$ cat src/rtl/seg_agu_pkg.sv
package seg_agu_pkg;

    localparam int SEG_IDX_W   = 3;
    localparam int SEG_COUNT   = 6;
    localparam int LIN_W       = 64;
    localparam int COMPAT_W    = 32;
    localparam int SIZE_W      = 2;

    // Slots that keep their base in flat mode (FS = 4, GS = 5)
    localparam logic [SEG_COUNT-1:0] FLAT_BASE_KEEP = 6'b11_0000;

    typedef enum logic [0:0] {
        MODE_COMPAT = 1'b0,
        MODE_FLAT   = 1'b1
    } mode_state_e;

    // Access size code to (bytes - 1)
    function automatic logic [3:0] size_extent(input logic [SIZE_W-1:0] code);
        logic [3:0] ext;
        unique case (code)
            2'd0: ext = 4'd0;
            2'd1: ext = 4'd1;
            2'd2: ext = 4'd3;
            default: ext = 4'd7;
        endcase
        return ext;
    endfunction

endpackage

$ cat src/rtl/seg_agu_mode_fsm.sv
module seg_agu_mode_fsm
    import seg_agu_pkg::*;
(
    input  logic clk,
    input  logic rst,
    input  logic mode_we_i,
    input  logic mode_flat_i,
    output logic flat_o
);

    mode_state_e state_q;
    mode_state_e state_d;

    // State register
    always_ff @(posedge clk) begin
        if (rst) begin
            state_q <= MODE_COMPAT;
        end else begin
            state_q <= state_d;
        end
    end

    // Transitions: COMPAT_TO_FLAT, FLAT_TO_COMPAT, otherwise hold
    always_comb begin
        state_d = state_q;
        unique case (state_q)
            MODE_COMPAT: begin
                if (mode_we_i && mode_flat_i) begin
                    state_d = MODE_FLAT;
                end
            end
            MODE_FLAT: begin
                if (mode_we_i && !mode_flat_i) begin
                    state_d = MODE_COMPAT;
                end
            end
            default: state_d = MODE_COMPAT;
        endcase
    end

    // Outputs
    always_comb begin
        unique case (state_q)
            MODE_FLAT:   flat_o = 1'b1;
            MODE_COMPAT: flat_o = 1'b0;
            default:     flat_o = 1'b0;
        endcase
    end

endmodule

$ cat src/rtl/seg_agu_regs.sv
module seg_agu_regs #(
    parameter int NSEG  = 6,
    parameter int IDX_W = 3,
    parameter int BASE_W = 64,
    parameter int LIM_W = 32
) (
    input  logic              clk,
    input  logic              rst,
    input  logic              wr_en_i,
    input  logic [IDX_W-1:0]  wr_idx_i,
    input  logic [BASE_W-1:0] wr_base_i,
    input  logic [LIM_W-1:0]  wr_limit_i,
    input  logic [IDX_W-1:0]  rd_idx_i,
    output logic [BASE_W-1:0] rd_base_o,
    output logic [LIM_W-1:0]  rd_limit_o,
    output logic              rd_hit_o
);

    logic [BASE_W-1:0] base_q  [NSEG];
    logic [LIM_W-1:0]  limit_q [NSEG];

    for (genvar g = 0; g < NSEG; g++) begin : g_slot
        localparam logic [IDX_W-1:0] SLOT_ID = IDX_W'(g);
        always_ff @(posedge clk) begin
            if (rst) begin
                base_q[g]  <= '0;
                limit_q[g] <= '1;
            end else if (wr_en_i && (wr_idx_i == SLOT_ID)) begin
                base_q[g]  <= wr_base_i;
                limit_q[g] <= wr_limit_i;
            end
        end
    end

    // Read port sees the values before this cycle's write
    always_comb begin
        rd_base_o  = '0;
        rd_limit_o = '0;
        rd_hit_o   = 1'b0;
        for (int i = 0; i < NSEG; i++) begin
            if (rd_idx_i == IDX_W'(i)) begin
                rd_base_o  = base_q[i];
                rd_limit_o = limit_q[i];
                rd_hit_o   = 1'b1;
            end
        end
    end

endmodule

$ cat src/rtl/seg_agu_calc.sv
module seg_agu_calc
    import seg_agu_pkg::*;
#(
    parameter int NSEG   = 6,
    parameter int IDX_W  = 3,
    parameter int LIN_WD = 64,
    parameter int CMP_W  = 32,
    parameter logic [NSEG-1:0] KEEP_MASK = FLAT_BASE_KEEP
) (
    input  logic              flat_i,
    input  logic [IDX_W-1:0]  idx_i,
    input  logic              hit_i,
    input  logic [LIN_WD-1:0] off_i,
    input  logic [SIZE_W-1:0] size_i,
    input  logic [LIN_WD-1:0] base_i,
    input  logic [CMP_W-1:0]  limit_i,
    output logic [LIN_WD-1:0] lin_o,
    output logic              fault_o
);

    localparam int EXT_W = CMP_W + 1;

    logic              keep_base;
    logic [CMP_W-1:0]  compat_sum;
    logic [EXT_W-1:0]  last_byte;
    logic              over_limit;

    always_comb begin
        keep_base = 1'b0;
        for (int i = 0; i < NSEG; i++) begin
            if (idx_i == IDX_W'(i)) begin
                keep_base = KEEP_MASK[i];
            end
        end
    end

    assign compat_sum = base_i[CMP_W-1:0] + off_i[CMP_W-1:0];
    assign last_byte  = {1'b0, off_i[CMP_W-1:0]} + EXT_W'(size_extent(size_i));
    assign over_limit = last_byte > {1'b0, limit_i};

    always_comb begin
        if (flat_i) begin
            lin_o   = keep_base ? (base_i + off_i) : off_i;
            fault_o = 1'b0;
        end else begin
            lin_o   = {{(LIN_WD-CMP_W){1'b0}}, compat_sum};
            fault_o = !hit_i || over_limit;
        end
    end

endmodule

$ cat src/rtl/seg_agu.sv
module seg_agu
    import seg_agu_pkg::*;
#(
    parameter int NSEG   = SEG_COUNT,
    parameter int IDX_W  = SEG_IDX_W,
    parameter int LIN_WD = LIN_W,
    parameter int CMP_W  = COMPAT_W
) (
    input  logic              clk,
    input  logic              rst,
    input  logic              mode_we_i,
    input  logic              mode_flat_i,
    input  logic              wr_en_i,
    input  logic [IDX_W-1:0]  wr_seg_i,
    input  logic [LIN_WD-1:0] wr_base_i,
    input  logic [CMP_W-1:0]  wr_limit_i,
    input  logic              req_valid_i,
    input  logic [IDX_W-1:0]  req_seg_i,
    input  logic [LIN_WD-1:0] req_off_i,
    input  logic [SIZE_W-1:0] req_size_i,
    output logic              rsp_valid_o,
    output logic [LIN_WD-1:0] rsp_lin_o,
    output logic              rsp_fault_o
);

    logic              flat_q;
    logic [LIN_WD-1:0] sel_base;
    logic [CMP_W-1:0]  sel_limit;
    logic              sel_hit;
    logic [LIN_WD-1:0] lin_d;
    logic              fault_d;

    seg_agu_mode_fsm u_mode (
        .clk         (clk),
        .rst         (rst),
        .mode_we_i   (mode_we_i),
        .mode_flat_i (mode_flat_i),
        .flat_o      (flat_q)
    );

    seg_agu_regs #(
        .NSEG   (NSEG),
        .IDX_W  (IDX_W),
        .BASE_W (LIN_WD),
        .LIM_W  (CMP_W)
    ) u_regs (
        .clk        (clk),
        .rst        (rst),
        .wr_en_i    (wr_en_i),
        .wr_idx_i   (wr_seg_i),
        .wr_base_i  (wr_base_i),
        .wr_limit_i (wr_limit_i),
        .rd_idx_i   (req_seg_i),
        .rd_base_o  (sel_base),
        .rd_limit_o (sel_limit),
        .rd_hit_o   (sel_hit)
    );

    seg_agu_calc #(
        .NSEG   (NSEG),
        .IDX_W  (IDX_W),
        .LIN_WD (LIN_WD),
        .CMP_W  (CMP_W)
    ) u_calc (
        .flat_i  (flat_q),
        .idx_i   (req_seg_i),
        .hit_i   (sel_hit),
        .off_i   (req_off_i),
        .size_i  (req_size_i),
        .base_i  (sel_base),
        .limit_i (sel_limit),
        .lin_o   (lin_d),
        .fault_o (fault_d)
    );

    always_ff @(posedge clk) begin
        if (rst) begin
            rsp_valid_o <= 1'b0;
            rsp_lin_o   <= '0;
            rsp_fault_o <= 1'b0;
        end else begin
            rsp_valid_o <= req_valid_i;
            if (req_valid_i) begin
                rsp_lin_o   <= lin_d;
                rsp_fault_o <= fault_d;
            end
        end
    end

endmodule

$ cat config.mk
export PLATFORM = sky130hd
export DESIGN_NAME = seg_agu
export DESIGN_NICKNAME = d
export VERILOG_FILES = /design/src/rtl/seg_agu_pkg.sv /design/src/rtl/seg_agu_mode_fsm.sv /design/src/rtl/seg_agu_regs.sv /design/src/rtl/seg_agu_calc.sv /design/src/rtl/seg_agu.sv
export SDC_FILE = /design/constraint.sdc
export NUM_CORES = 1
export LEC_CHECK = 0
export BUFFER_PORTS_ARGS = -buffer_cell sky130_fd_sc_hd__buf_2
export CORE_MARGIN = 5
export CORE_UTILIZATION = 61
export DETAILED_ROUTE_END_ITERATION = 10
export PLACE_DENSITY = 0.87
export SYNTH_ARGS = -nofsm -noshare
export SYNTH_HDL_FRONTEND = slang
export SYNTH_SLANG_ARGS = --single-unit
$ cat constraint.sdc
create_clock -name clk -period 9.84 [get_ports clk]
set_input_delay 1.968 -clock clk [delete_from_list [all_inputs] [get_ports clk]]
set_output_delay 1.968 -clock clk [all_outputs]
set_load 0.02 [all_outputs]
Word-level counts from Yosys, hierarchy flattened
Memory sizes are Yosys's and may differ from the RTL's. Index checks and enable logic that the tools add are counted.

$mul: 0. $add $sub $neg: 3. Magnitude comparators: 1. Eq/ne operators: 12. Multiplexer cells: 60. Reductions and logical operators: 14. Shift operators: 0. Bitwise gates (word level): 13. Divide/modulo/power cells: 0.

Operators by type and width (number): 64-bit two-way mux (14); 32-bit two-way mux (12); 64-bit adder (1); 32-bit by 3-bit adder with 33-bit output (1); 33-bit by 32-bit > comparator with 1-bit output (1); 32-bit adder (1); 1-bit two-way mux (31); 3-bit by 2-bit == test with 1-bit output (second input constant) (4); 3-bit == test (second input constant) (4); 1-bit OR (12); 3-bit case mux with 3 select lines (1); 1-bit logical AND (8); 3-bit by 1-bit == test with 1-bit output (second input constant) (2); 3-bit zero test (2); 1-bit case mux with 2 select lines (2); 2-bit by 1-bit == test with 1-bit output (second input constant) (1); 2-bit == test (second input constant) (1); 1-bit zero test (2); 2-bit zero test (1); 1-bit logical OR (1); 1-bit NOT (1).

Flip-flop bits (word level): 67. Memories: 2. Word-level logic and storage cells: 109. Bits of input ports: 174. Latch bits: 0. RAM bits: 576. ROM bits: 0. Output and inout bits: 66.

Memories: u_regs.base_q (depth 6, bits a word 64, read ports 6, clocked after memory_dff 0, write ports 6, RTL line seg_agu_regs.sv:19) `logic [BASE_W-1:0] base_q [NSEG];`; u_regs.limit_q (depth 6, bits a word 32, read ports 6, clocked after memory_dff 0, write ports 6, RTL line seg_agu_regs.sv:20) `logic [LIM_W-1:0] limit_q [NSEG];`.

Logic depth before layout (Yosys ltp)
Gate-level depths: netlist of the first run.

Depth in word-level cells: 10. Depth in mapped cells: 22. Mapped depth without buffers: 21.

By module
From an unflattened synthesis of the first run, not the netlist that was laid out.

Cell total of the unflattened synthesis: 3033. Area, all modules: 34480.6 sq um.

Modules (own cells, without submodules): seg_agu_regs (cells an instance 1906, area an instance 26210.1 sq um, times used 1, sequential area each 17296.6 sq um); seg_agu_calc (cells an instance 912, area an instance 5859.4 sq um, times used 1, sequential area each 0.0 sq um); seg_agu (cells an instance 212, area an instance 2377.3 sq um, times used 1, sequential area each 1321.3 sq um); seg_agu_mode_fsm (cells an instance 3, area an instance 33.8 sq um, times used 1, sequential area each 20.0 sq um).

Worst setup path before layout of the first run
No wires, ideal clock.

Path type: input to register. From: input port wr_seg_i[0]. To: memory u_regs.base_q[5][36], in the netlist u_regs.base_q[2][100], enable pin. Arrival: 7040 ps. Stages on the path: 4. Library setup time: 570 ps. Setup slack: 2229 ps. Data required time: 9270 ps. Path buffers: 2. Path through: clkbuf_1 nand2_1 clkbuf_1 o21bai_1.

RTL lines: from (decl) (RTL line seg_agu.sv:14) `input logic [IDX_W-1:0] wr_seg_i,`; to (decl) (RTL line seg_agu_regs.sv:19).

Final worst setup path of the first run
From: input port req_seg_i[0]. To: register rsp_fault_o.

Cells in the longest elaborated chain, start to end: 10. Elaborated cells on any way between the ends: 22. Classes of those cells: order compare: 1; eq/ne: 5; mux: 13; reduce/logical: 3.

RTL lines: from (decl) (RTL line seg_agu.sv:18) `input logic [IDX_W-1:0] req_seg_i,`; 3-bit zero test (RTL line seg_agu_regs.sv:41) `if (rd_idx_i == IDX_W'(i)) begin`; 32-bit two-way mux / 1-bit two-way mux (equally long branches) (6 in series) (RTL line seg_agu_regs.sv:41); 33-bit by 32-bit > comparator with 1-bit output / 1-bit zero test (equally long branches) (RTL line seg_agu_calc.sv:39, seg_agu_calc.sv:47); 1-bit logical OR * (RTL line seg_agu_calc.sv:47) `fault_o = !hit_i || over_limit;`; 1-bit two-way mux * (RTL line seg_agu_calc.sv:42) `if (flat_i) begin`; to (signal assigned) (RTL line seg_agu.sv:85) `rsp_fault_o <= fault_d;`; to (decl) (RTL line seg_agu.sv:23) `output logic rsp_fault_o`.

Every way passes the cells marked *; elsewhere a longest branch is shown, timed or not. A chain may end at the register's enable or synchronous reset.

==> summary.md, run 1 <==
The flow ran to the end, and the final reports show no timing, DRC or antenna violations. Summed over all layers, the routed wires come to 100400 um. From bottom edge to top edge, the die measures 242.7 um.

The post-synthesis sequential element count is 639, and the largest net degree at the start of global routing is 83. The width of the die was 242.7 um; the number of cells on the worst reg-to-reg path was 14. The critical-path maximum fanout works out to 49. The run gives 25 as the number of antenna violations at the first check in global routing.

STA classifies the critical path startpoint as an input port. After legalization and detailed placement, the total HPWL measured 63960 um. For this block, the via count after detailed routing is 24720.

Registers take 18520 um2. The via count of the first global-routing pass came out at 24360. The filler cells instantiated in the layout total 3595. The distinct cell type count of the synthesized netlist was 78; the shortest clock period the worst path allows after layout was 6.910 ns. The share of the synthesized area in compound gates (AO/OA/AOI/OAI) works out to 10.69%.

After Yosys synthesis, and, or, nand and nor cells account for 17.22% of the synthesized area. The min-delay analysis places its worst path in the category reg2reg. The synthesized netlist occupies a cell area of 33040 um2. The number of nets handed over by synthesis was 3090.

Leaving out fill and tap cells, the most frequent cell in the layout is sky130_fd_sc_hd__edfxtp_1. The period utilization is 70.22%, and the mean post-synth cell area is 11.73 um2. The count of final hold-check violations is 0. In this run the register-to-register setup slack is 5.08 ns. At the worst endpoint, the required time is 10.29 ns. At the worst endpoint, the arrival time is 7.36 ns. Setup violations remaining at the end of the flow were counted as 0. After synthesis, the share of cell area in mux cells is 7.279%. After global routing the overflow that remains totals 0. At the end of routability-driven placement, the weighted congestion stood at 0.9680. Adding up every negative setup slack in the final design gives 0 ns. The H-tree depth is 3, and the post-synthesis share of cell area spent on full adders, half adders and majority gates is 3.833%. Summing all multi-input logic gate instances after layout gives 13730 um2. The register clock-pin slew on the reported worst setup and hold paths is 0.06 ns. The run gives 0.1198 mV as the worst IR drop on VDD. The run gives 150000 um as the global-route wire length before repair. Total DRC errors in the routed layout: 0.

For the worst-skew pair, the clock arrives at the later sink with an insertion delay of 0.62 ns. Effective utilization at floorplan: 61.51%. Following the worst setup path forward leads to its endpoint at rsp_fault_o.

Once the clock tree was built, the setup fixing pass inserted 0 buffers. The tools report the proportion of synthesized chip area in sequential cells as 56.05%. After Yosys synthesis, XOR and XNOR cells account for 2.227% of the synthesized area.

For this block, the initial DRC count from the detailed router was 3487. Setup repair after global routing left no endpoint under its margin. After detailed routing, the average wire length per cell comes to 26.81 um. Across the run, the number of max-cap violations was 0.

The largest individual stage delay along the critical path comes from the cell sky130_fd_sc_hd__and2_1. During synthesis, Yosys emitted a total of 0 warnings. The tools report the final count of pins violating max slew as 0.

After detailed routing, the number of vias per cell comes to 6.601. After synthesis, the largest family of logic cells by area is simple AND/OR/NAND/NOR gates. The total buffers and inverters traversed by the critical path came out at 2.

The tree is rooted in a sky130_fd_sc_hd__clkbuf_16. In this run the standard cell core region covers 53710 um2. The top-level I/O count was 240; the deepest clock path buffer count was 3. Synthesis handed over a netlist of 2816 instances. The tools report the overall global routing resource usage as 33.05%. OpenSTA, run right after detailed placement, puts the worst setup slack at 2.426 ns. The signal on the critical path passes through buf_8 > buf_4 > and2_1 > nand2_1 > o21ai_0 > a222oi_1 > ha_1 > a21o_1 > a21o_1 > a21oi_1 > o21ai_0 > a2111oi_0 > nor3_1 > a2111oi_0 > o21a_1 > o21ai_0 > a221oi_1 > o41ai_1.

The worst pin sits at a relative slew slack of 10.52%. Gates resized during post-CTS repair numbered 0. The fmax is 0.1447 GHz. The critical path starts at req_seg_i[0]. TritonCTS built the clock tree. Leaving out fill and tap cells, the most frequent cells in the layout are sky130_fd_sc_hd__edfxtp_1 (572), sky130_fd_sc_hd__and2_1 (385), sky130_fd_sc_hd__buf_2 (237).

The dominant cell type by count on the critical path is sky130_fd_sc_hd__o21ai_0. The number of clock sinks was 639; the ratio of cells with drive above 1 in the final layout was 15.62%. In this run the remaining antenna-violating nets after routing total 0. Hold repair after CTS inserted 0 buffers. The start-to-end type of the worst setup path is in2reg. Compared with the post-synthesis result, the final layout area differs by 11.84%. The initialized floorplan defines 85 standard-cell rows. For the CTS buffer count, the log shows 66.

The run gives 2.930 ns as the slack of the critical path. Counting flops with an async set or reset pin after synthesis yields a share of 0%. The net count of the finished layout is 3253.

The cell area power density works out to 182.2 nW/um2. In this design, the largest share of critical-path delay is due to compound AO/OA/AOI/OAI gates. Critical register-to-register path startpoint: u_regs.limit_q[1][34]. Clock skew on the completed layout was measured at 0.02106 ns.

The die covers 58910 um2. Counting buffers and inverters, the worst setup path is 18 cells deep. In this run the critical register-to-register path is captured at rsp_fault_o.

The worst-margin pin slew is 1.337 ns. Among all flip-flop cells after synthesis, the most frequent one is sky130_fd_sc_hd__edfxtp_1. The first detailed-routing pass took 7 iterations. Yosys mapped a number of flops with a built-in enable equal to 572. On the worst path, the slowest cell contributes a delay of 0.89 ns. Kind of end point of the critical path: a flip-flop.

For this design the static power due to leakage is 14.15 nW. Count of input and output buffers: 239.
-- cells in the mapped netlist, types with 10 or more instances --
| library cell | n | share of area (%) |
|---|---|---|
| sky130_fd_sc_hd__inv_1 | 45 | 0.51 |
| sky130_fd_sc_hd__nor2_1 | 163 | 1.9 |
| sky130_fd_sc_hd__and2_1 | 385 | 7.3 |
| sky130_fd_sc_hd__and3_1 | 13 | 0.25 |
| sky130_fd_sc_hd__mux2i_1 | 139 | 4.2 |
| sky130_fd_sc_hd__edfxtp_1 | 572 | 52 |
| sky130_fd_sc_hd__a22oi_1 | 12 | 0.27 |
| sky130_fd_sc_hd__buf_2 | 10 | 0.15 |
| sky130_fd_sc_hd__clkbuf_1 | 148 | 1.7 |
| sky130_fd_sc_hd__mux4_2 | 33 | 2.2 |
| sky130_fd_sc_hd__nand2_1 | 197 | 2.2 |
| sky130_fd_sc_hd__xor2_1 | 31 | 0.82 |
| sky130_fd_sc_hd__o221ai_1 | 38 | 1.0 |
| sky130_fd_sc_hd__buf_1 | 24 | 0.27 |
| sky130_fd_sc_hd__or3_1 | 68 | 1.3 |
| sky130_fd_sc_hd__a222oi_1 | 36 | 1.1 |
| sky130_fd_sc_hd__xnor2_1 | 53 | 1.4 |
| sky130_fd_sc_hd__nand3_1 | 25 | 0.38 |
| sky130_fd_sc_hd__nand2b_1 | 134 | 2.5 |
| sky130_fd_sc_hd__nor3_1 | 24 | 0.36 |
| sky130_fd_sc_hd__o21ai_0 | 86 | 1.3 |
| sky130_fd_sc_hd__a21oi_1 | 129 | 2.0 |
| sky130_fd_sc_hd__mux2_2 | 24 | 0.82 |
| sky130_fd_sc_hd__o22ai_1 | 27 | 0.51 |
| sky130_fd_sc_hd__dfxtp_1 | 67 | 4.1 |
| sky130_fd_sc_hd__o21bai_1 | 15 | 0.34 |
| sky130_fd_sc_hd__a311oi_1 | 22 | 0.58 |
| sky130_fd_sc_hd__a21o_1 | 55 | 1.2 |
| sky130_fd_sc_hd__ha_1 | 98 | 3.7 |
| sky130_fd_sc_hd__nand4_1 | 28 | 0.53 |
-- power by group --
group	total, mW	internal, mW	switching (mW)	leakage [nW]
combinational	1.08	0.381	0.703	6.98
clock	2.45	1.36	1.09	1.03
sequential	3.20	3.14	0.0611	6.14
-- worst min-delay path by stage --
stage | startpoint | endpoint | slack, ns | depth (start not counted)
after global placement | rsp_lin_o[20] | rsp_lin_o[20] | 0.47 | 2
after floorplan | flip-flop | rsp_fault_o | 0.50 | 1
final | rsp_lin_o[34] | rsp_lin_o[34] | 0.48 | 2
after detailed placement | rsp_lin_o[34] | rsp_lin_o[34] | 0.47 | 2
after CTS | rsp_lin_o[34] | rsp_lin_o[34] | 0.49 | 2
after global routing | rsp_lin_o[36] | rsp_lin_o[36] | 0.51 | 1
-- logic make-up (layout without fill, tap and decap cells) --
group           count (synthesis)  in the layout
mux                           196            196
fa+ha+maj                     100            100
compound gates                508            508
xor+xnor                       84             84
flops                         639            639
simple gates                 1059           1059
buf+inv                       230            442
other cells                     0             20
-- flip-flops by register name, summed over array words and instances, names as in the netlist, named ones only --
signal,cells
u_regs.base_q,380
u_regs.limit_q,192
rsp_fault_o,1
rsp_lin_o,64
rsp_valid_o,1
-- routing by layer --
layer  wire (um)  GRT usage, %  up-vias
met5         111             0        -
met4        3446         11.83       18
met3       12330         8.669      262
met2       46360         51.27     1740
met1       38120         45.74    12000
li1            -             -    10700
-- through the flow --
| stage | util, % | hold slack, ns | area (um2) | instances | total power [mW] |
|---|---|---|---|---|---|
| after floorplan | - | 0.5040 | 33040 | 2816 | 3.922 |
| after global placement | 64.83 | 0.4692 | 34820 | 3607 | 4.271 |
| after detailed placement | 64.83 | 0.4689 | 34820 | 3607 | 4.302 |
| after CTS | 68.70 | 0.4853 | 36900 | 3724 | 6.707 |
| after global routing | 68.76 | 0.5116 | 36930 | 3737 | 6.946 |
| final | 68.79 | 0.4828 | 36950 | 3744 | 6.734 |
-- cell type report --
type,instances,share of cell area [%]
clock buffers,77,4.839
multi-input cells,1947,37.17
repair buffers,279,4.118
diodes,20,0.1355
flip-flops and latches,639,50.12
well taps,696,2.357
inverters,46,0.4673
clock inverters,40,0.7924
-- worst register-to-register path, stage by stage (launching register included) --
cell and delay (ns):
sky130_fd_sc_hd__edfxtp_1 0.37, sky130_fd_sc_hd__mux4_2 0.48, sky130_fd_sc_hd__a21oi_1 0.63, sky130_fd_sc_hd__ha_1 0.39
sky130_fd_sc_hd__a21o_1 0.17, sky130_fd_sc_hd__a21o_1 0.18, sky130_fd_sc_hd__a21oi_1 0.13, sky130_fd_sc_hd__o21ai_0 0.11
sky130_fd_sc_hd__a2111oi_0 0.56, sky130_fd_sc_hd__nor3_1 0.10, sky130_fd_sc_hd__a2111oi_0 0.45, sky130_fd_sc_hd__o21a_1 0.18
sky130_fd_sc_hd__o21ai_0 0.08, sky130_fd_sc_hd__a221oi_1 0.63, sky130_fd_sc_hd__o41ai_1 0.11
(Power assumes the default switching activity.)
==> run 2: changes to the inputs <==
--- a/config.mk
+++ b/config.mk
@@ -7,9 +7,9 @@
 export LEC_CHECK = 0
 export BUFFER_PORTS_ARGS = -buffer_cell sky130_fd_sc_hd__buf_2
 export CORE_MARGIN = 5
-export CORE_UTILIZATION = 61
+export CORE_UTILIZATION = 55
 export DETAILED_ROUTE_END_ITERATION = 10
-export PLACE_DENSITY = 0.87
+export PLACE_DENSITY = 0.83
 export SYNTH_ARGS = -nofsm -noshare
 export SYNTH_HDL_FRONTEND = slang
 export SYNTH_SLANG_ARGS = --single-unit
==> constraint.sdc (replaced) <==
create_clock -name clk -period 6.2 [get_ports clk]
set_input_delay 1.24 -clock clk [delete_from_list [all_inputs] [get_ports clk]]
set_output_delay 1.24 -clock clk [all_outputs]
set_load 0.02 [all_outputs]
==> run 2 against run 1 <==
  * Total power up 62%
  * Global-route usage down 2.9 points
  * Clock-buffer cell count up 6
  * Final area up 1.3%
  * Flip-flop and latch count unchanged
  * Die area up 10%
  * Sequential power up 58%
  * Cell count up 2.7%
  * Combinational power up 62%
  * Clock skew up 0.0043 ns
  * First-iteration DRC count down 11%
  * Critical path type unchanged
  * Critical endpoint unchanged
  * Largest cell class unchanged
==> summary.md, run 2 (synthesized netlist as in run 1, its figures left out) <==
The register clock-pin slew on the reported worst setup and hold paths is 0.06 ns (about the same), and the worst-margin pin slew is 1.246 ns (was 1.337 ns). Biggest registers after layout: u_regs.base_q: 380 flops, u_regs.limit_q: 192 flops, rsp_lin_o: 64 flops (unchanged). The cell depth of the worst min-delay path is 2 (unchanged).

The run gives 0 (unchanged) as the post-cts hold buffer count. The worst IR drop on VDD is 0.1894 mV (was 0.1198 mV), and the period utilization is 83.68%. For the placed wire-length estimate, the log shows 64380 um (was 63960 um). Start-to-end type of the worst setup path: in2reg (unchanged). The flip-flop count of the largest register, all copies and words added works out to 380 (unchanged). Most used cells in the layout excluding fill and tap cells: sky130_fd_sc_hd__edfxtp_1 (572), sky130_fd_sc_hd__and2_1 (385), sky130_fd_sc_hd__buf_2 (237) (unchanged). The number of filler cells placed in the layout is 4406 (was 3595), and the number of antenna violations at the first check in global routing is 16 (was 25). The run gives 65070 um2 (was 58910 um2) as the full die area. Static timing analysis puts the maximum clock frequency at 0.1928 GHz.

The cell area power density was 291.1 nW/um2 (was 182.2 nW/um2). The critical register-to-register path startpoint was u_regs.base_q[0][64] (was u_regs.limit_q[1][34]). The smallest clock period supported by the final layout is computed as 5.188 ns. The number of cell rows is 89 (was 85). Total wire length: 100600 um (was 100400 um). Kind of end point of the critical path: a flip-flop (unchanged). The number of setup buffers added after CTS was 0 (unchanged).

The logs give 24080 (was 24360) for the via count of the first global-routing pass and 0 (unchanged) for the post-cts sizing count. The residual overflow from global routing is 0 (unchanged), and the source-to-sink clock delay at the later pin of the worst-skew pair is 0.63 ns (was 0.62 ns). The logs give 148500 um (was 150000 um) for the global-route wire length before repair and 3 (unchanged) for the deepest clock path buffer count. The tools report the number of clock sinks as 639 (unchanged). Count of final hold-check violations: 0 (unchanged).

The required time of the critical path is 6.67 ns (was 10.29 ns). H-tree depth: 3 (unchanged). The top-level I/O count is 240 (unchanged), and the cell leakage power is 14.34 nW (was 14.15 nW).

The critical-path maximum fanout was 33 (was 49). Number of cells on the worst reg-to-reg path: 18 (was 14). The worst path arrival time was 5.66 ns (was 7.36 ns); the final RePlAce weighted congestion was 1.002 (was 0.9680). The register ranked first by flip-flop count was u_regs.base_q (unchanged).

Placeable core area: 59240 um2 (was 53710 um2). Setup repair after global routing left no endpoint under its margin. Effective utilization at floorplan: 55.76% (was 61.51%).

The average wire per cell in the routed design came out at 26.16 um (was 26.81 um). The run gives 0 (unchanged) as the total DRC errors in the routed layout. Sink of the worst hold path: rsp_lin_o[35] (was rsp_lin_o[34]).

The type of the tightest min-delay check was reg2reg (unchanged). The length of the first detailed-routing pass in iterations was 5 (was 7); the worst-case headroom to the max-slew limit was 16.61% (was 10.52%). The count of input and output buffers is 239 (unchanged), and the worst setup slack for register-to-register paths is 2.04 ns (was 5.08 ns). The width of the die is 255.1 um (was 242.7 um), and the overall power after layout is 10.90 mW (was 6.734 mW). TritonCTS built the clock tree. Aggregate negative setup slack: 0 ns (unchanged). The flow ran to the end, and the final reports show no timing, DRC or antenna violations. The final antenna-violating net count was 0 (unchanged).

The max capacitance violation total is 0 (unchanged). The commonest non-fill, non-tap cell in the layout is sky130_fd_sc_hd__edfxtp_1 (unchanged). The overall global routing resource usage was 30.13% (was 33.05%); the CTS buffer count was 68 (was 66). The vertical die dimension works out to 255.1 um (was 242.7 um).

Maximum clock skew at final layout: 0.02535 ns (was 0.02106 ns). The detailed-route vias per instance came out at 6.386 (was 6.601). The sort of element at the start of the critical path is an input port (unchanged).

The tools report the startpoint of the lowest-slack hold path as rsp_lin_o[35] (was rsp_lin_o[34]). The final core utilization was 63.19% (was 68.79%); the relative area change from synthesis to final layout was 13.32% (was 11.84%). The total of endpoints with negative setup slack in the final report is 0 (unchanged), and the ratio of cells with drive above 1 in the final layout is 16.36% (was 15.62%).

For the layout net count, the log shows 3278 (was 3253). For the initial DRC count, the log shows 3103 (was 3487). The final count of pins violating max slew was 0 (unchanged). The largest net degree at the start of global routing was 97 (was 83).

The reg-to-reg endpoint is rsp_lin_o[56] (was rsp_fault_o). The tools report the root buffer cell as sky130_fd_sc_hd__clkbuf_16 (unchanged). For the detailed-route via count, the log shows 24550 (was 24720).
-- run 2: changes by cell type in the layout (fill, tap and decap cells not counted), sizes merged --
cell / change
bufinv: +4
clkinv: -5
buf: +23
clkbuf: +6
clkinvlp: +1
diode: -6
-- run 2: layout make-up --
| class | count | area (um2) | area share, % |
|---|---|---|---|
| Timing Repair Buffer | 302 | 1807 | 4.826 |
| Multi-Input combinational cell | 1947 | 13730 | 36.69 |
| Clock inverter | 40 | 421.7 | 1.126 |
| Antenna cell | 14 | 35.03 | 0.09359 |
| Clock buffer | 83 | 1779 | 4.753 |
| Inverter | 46 | 172.7 | 0.4612 |
| Sequential cell | 639 | 18520 | 49.47 |
| Tap cell | 773 | 967.2 | 2.584 |
-- run 2: worst max path at each step --
stage	startpoint	to	slack, ns	depth (start not counted)
5_1_grt	req_seg_i[1]	rsp_fault_o	0.78	18
2_1_floorplan	req_seg_i[0]	rsp_lin_o[56]	0.51	22
3_3_place_gp	req_seg_i[0]	rsp_fault_o	0.54	18
6_report	req_seg_i[1]	rsp_fault_o	1.01	19
3_5_place_dp	req_seg_i[0]	rsp_fault_o	0.49	19
4_1_cts	req_seg_i[0]	rsp_fault_o	1.13	19
-- run 2: report_power, final --
part,switching (mW),internal [mW]
clock network,1.75,2.32
registers,0.0958,4.98
logic,1.12,0.630
-- run 2: metal layers --
layer / track usage (%) / routed length, um / vias up
li1: - / - / 10750
met1: 42.24 / 39180 / 12040
met2: 46.45 / 45870 / 1493
met3: 7.103 / 11800 / 245
met4: 11.23 / 3629 / 10
met5: 0 / 69 / -
-- run 2: metrics by stage --
| step | hold WS [ns] | instance area (um2) | instances | worst slack (ns) |
|---|---|---|---|---|
| finish | 0.4767 | 37430 | 3844 | 1.012 |
| global route | 0.5037 | 37410 | 3834 | 0.7796 |
| CTS | 0.4781 | 37400 | 3830 | 1.135 |
| detailed placement | 0.4711 | 35200 | 3707 | 0.4850 |
| global placement | 0.4535 | 35200 | 3707 | 0.5384 |
| floorplan | 0.5040 | 33040 | 2816 | 0.5149 |
-- run 2: critical path, cell delays in order --
cell,delay [ns]
sky130_fd_sc_hd__buf_4,0.34
sky130_fd_sc_hd__buf_4,0.48
sky130_fd_sc_hd__and2_1,0.56
sky130_fd_sc_hd__buf_4,0.33
sky130_fd_sc_hd__nand2_1,0.08
sky130_fd_sc_hd__o21ai_0,0.09
sky130_fd_sc_hd__a222oi_1,0.14
sky130_fd_sc_hd__ha_1,0.23
sky130_fd_sc_hd__a21o_1,0.17
sky130_fd_sc_hd__a21o_1,0.17
sky130_fd_sc_hd__a21oi_1,0.17
sky130_fd_sc_hd__nor2_1,0.07
sky130_fd_sc_hd__a2111oi_0,0.49
sky130_fd_sc_hd__nor3_1,0.08
sky130_fd_sc_hd__a2111oi_0,0.36
sky130_fd_sc_hd__o21a_1,0.16
sky130_fd_sc_hd__o21ai_0,0.08
sky130_fd_sc_hd__a221oi_1,0.29
sky130_fd_sc_hd__o41ai_1,0.09
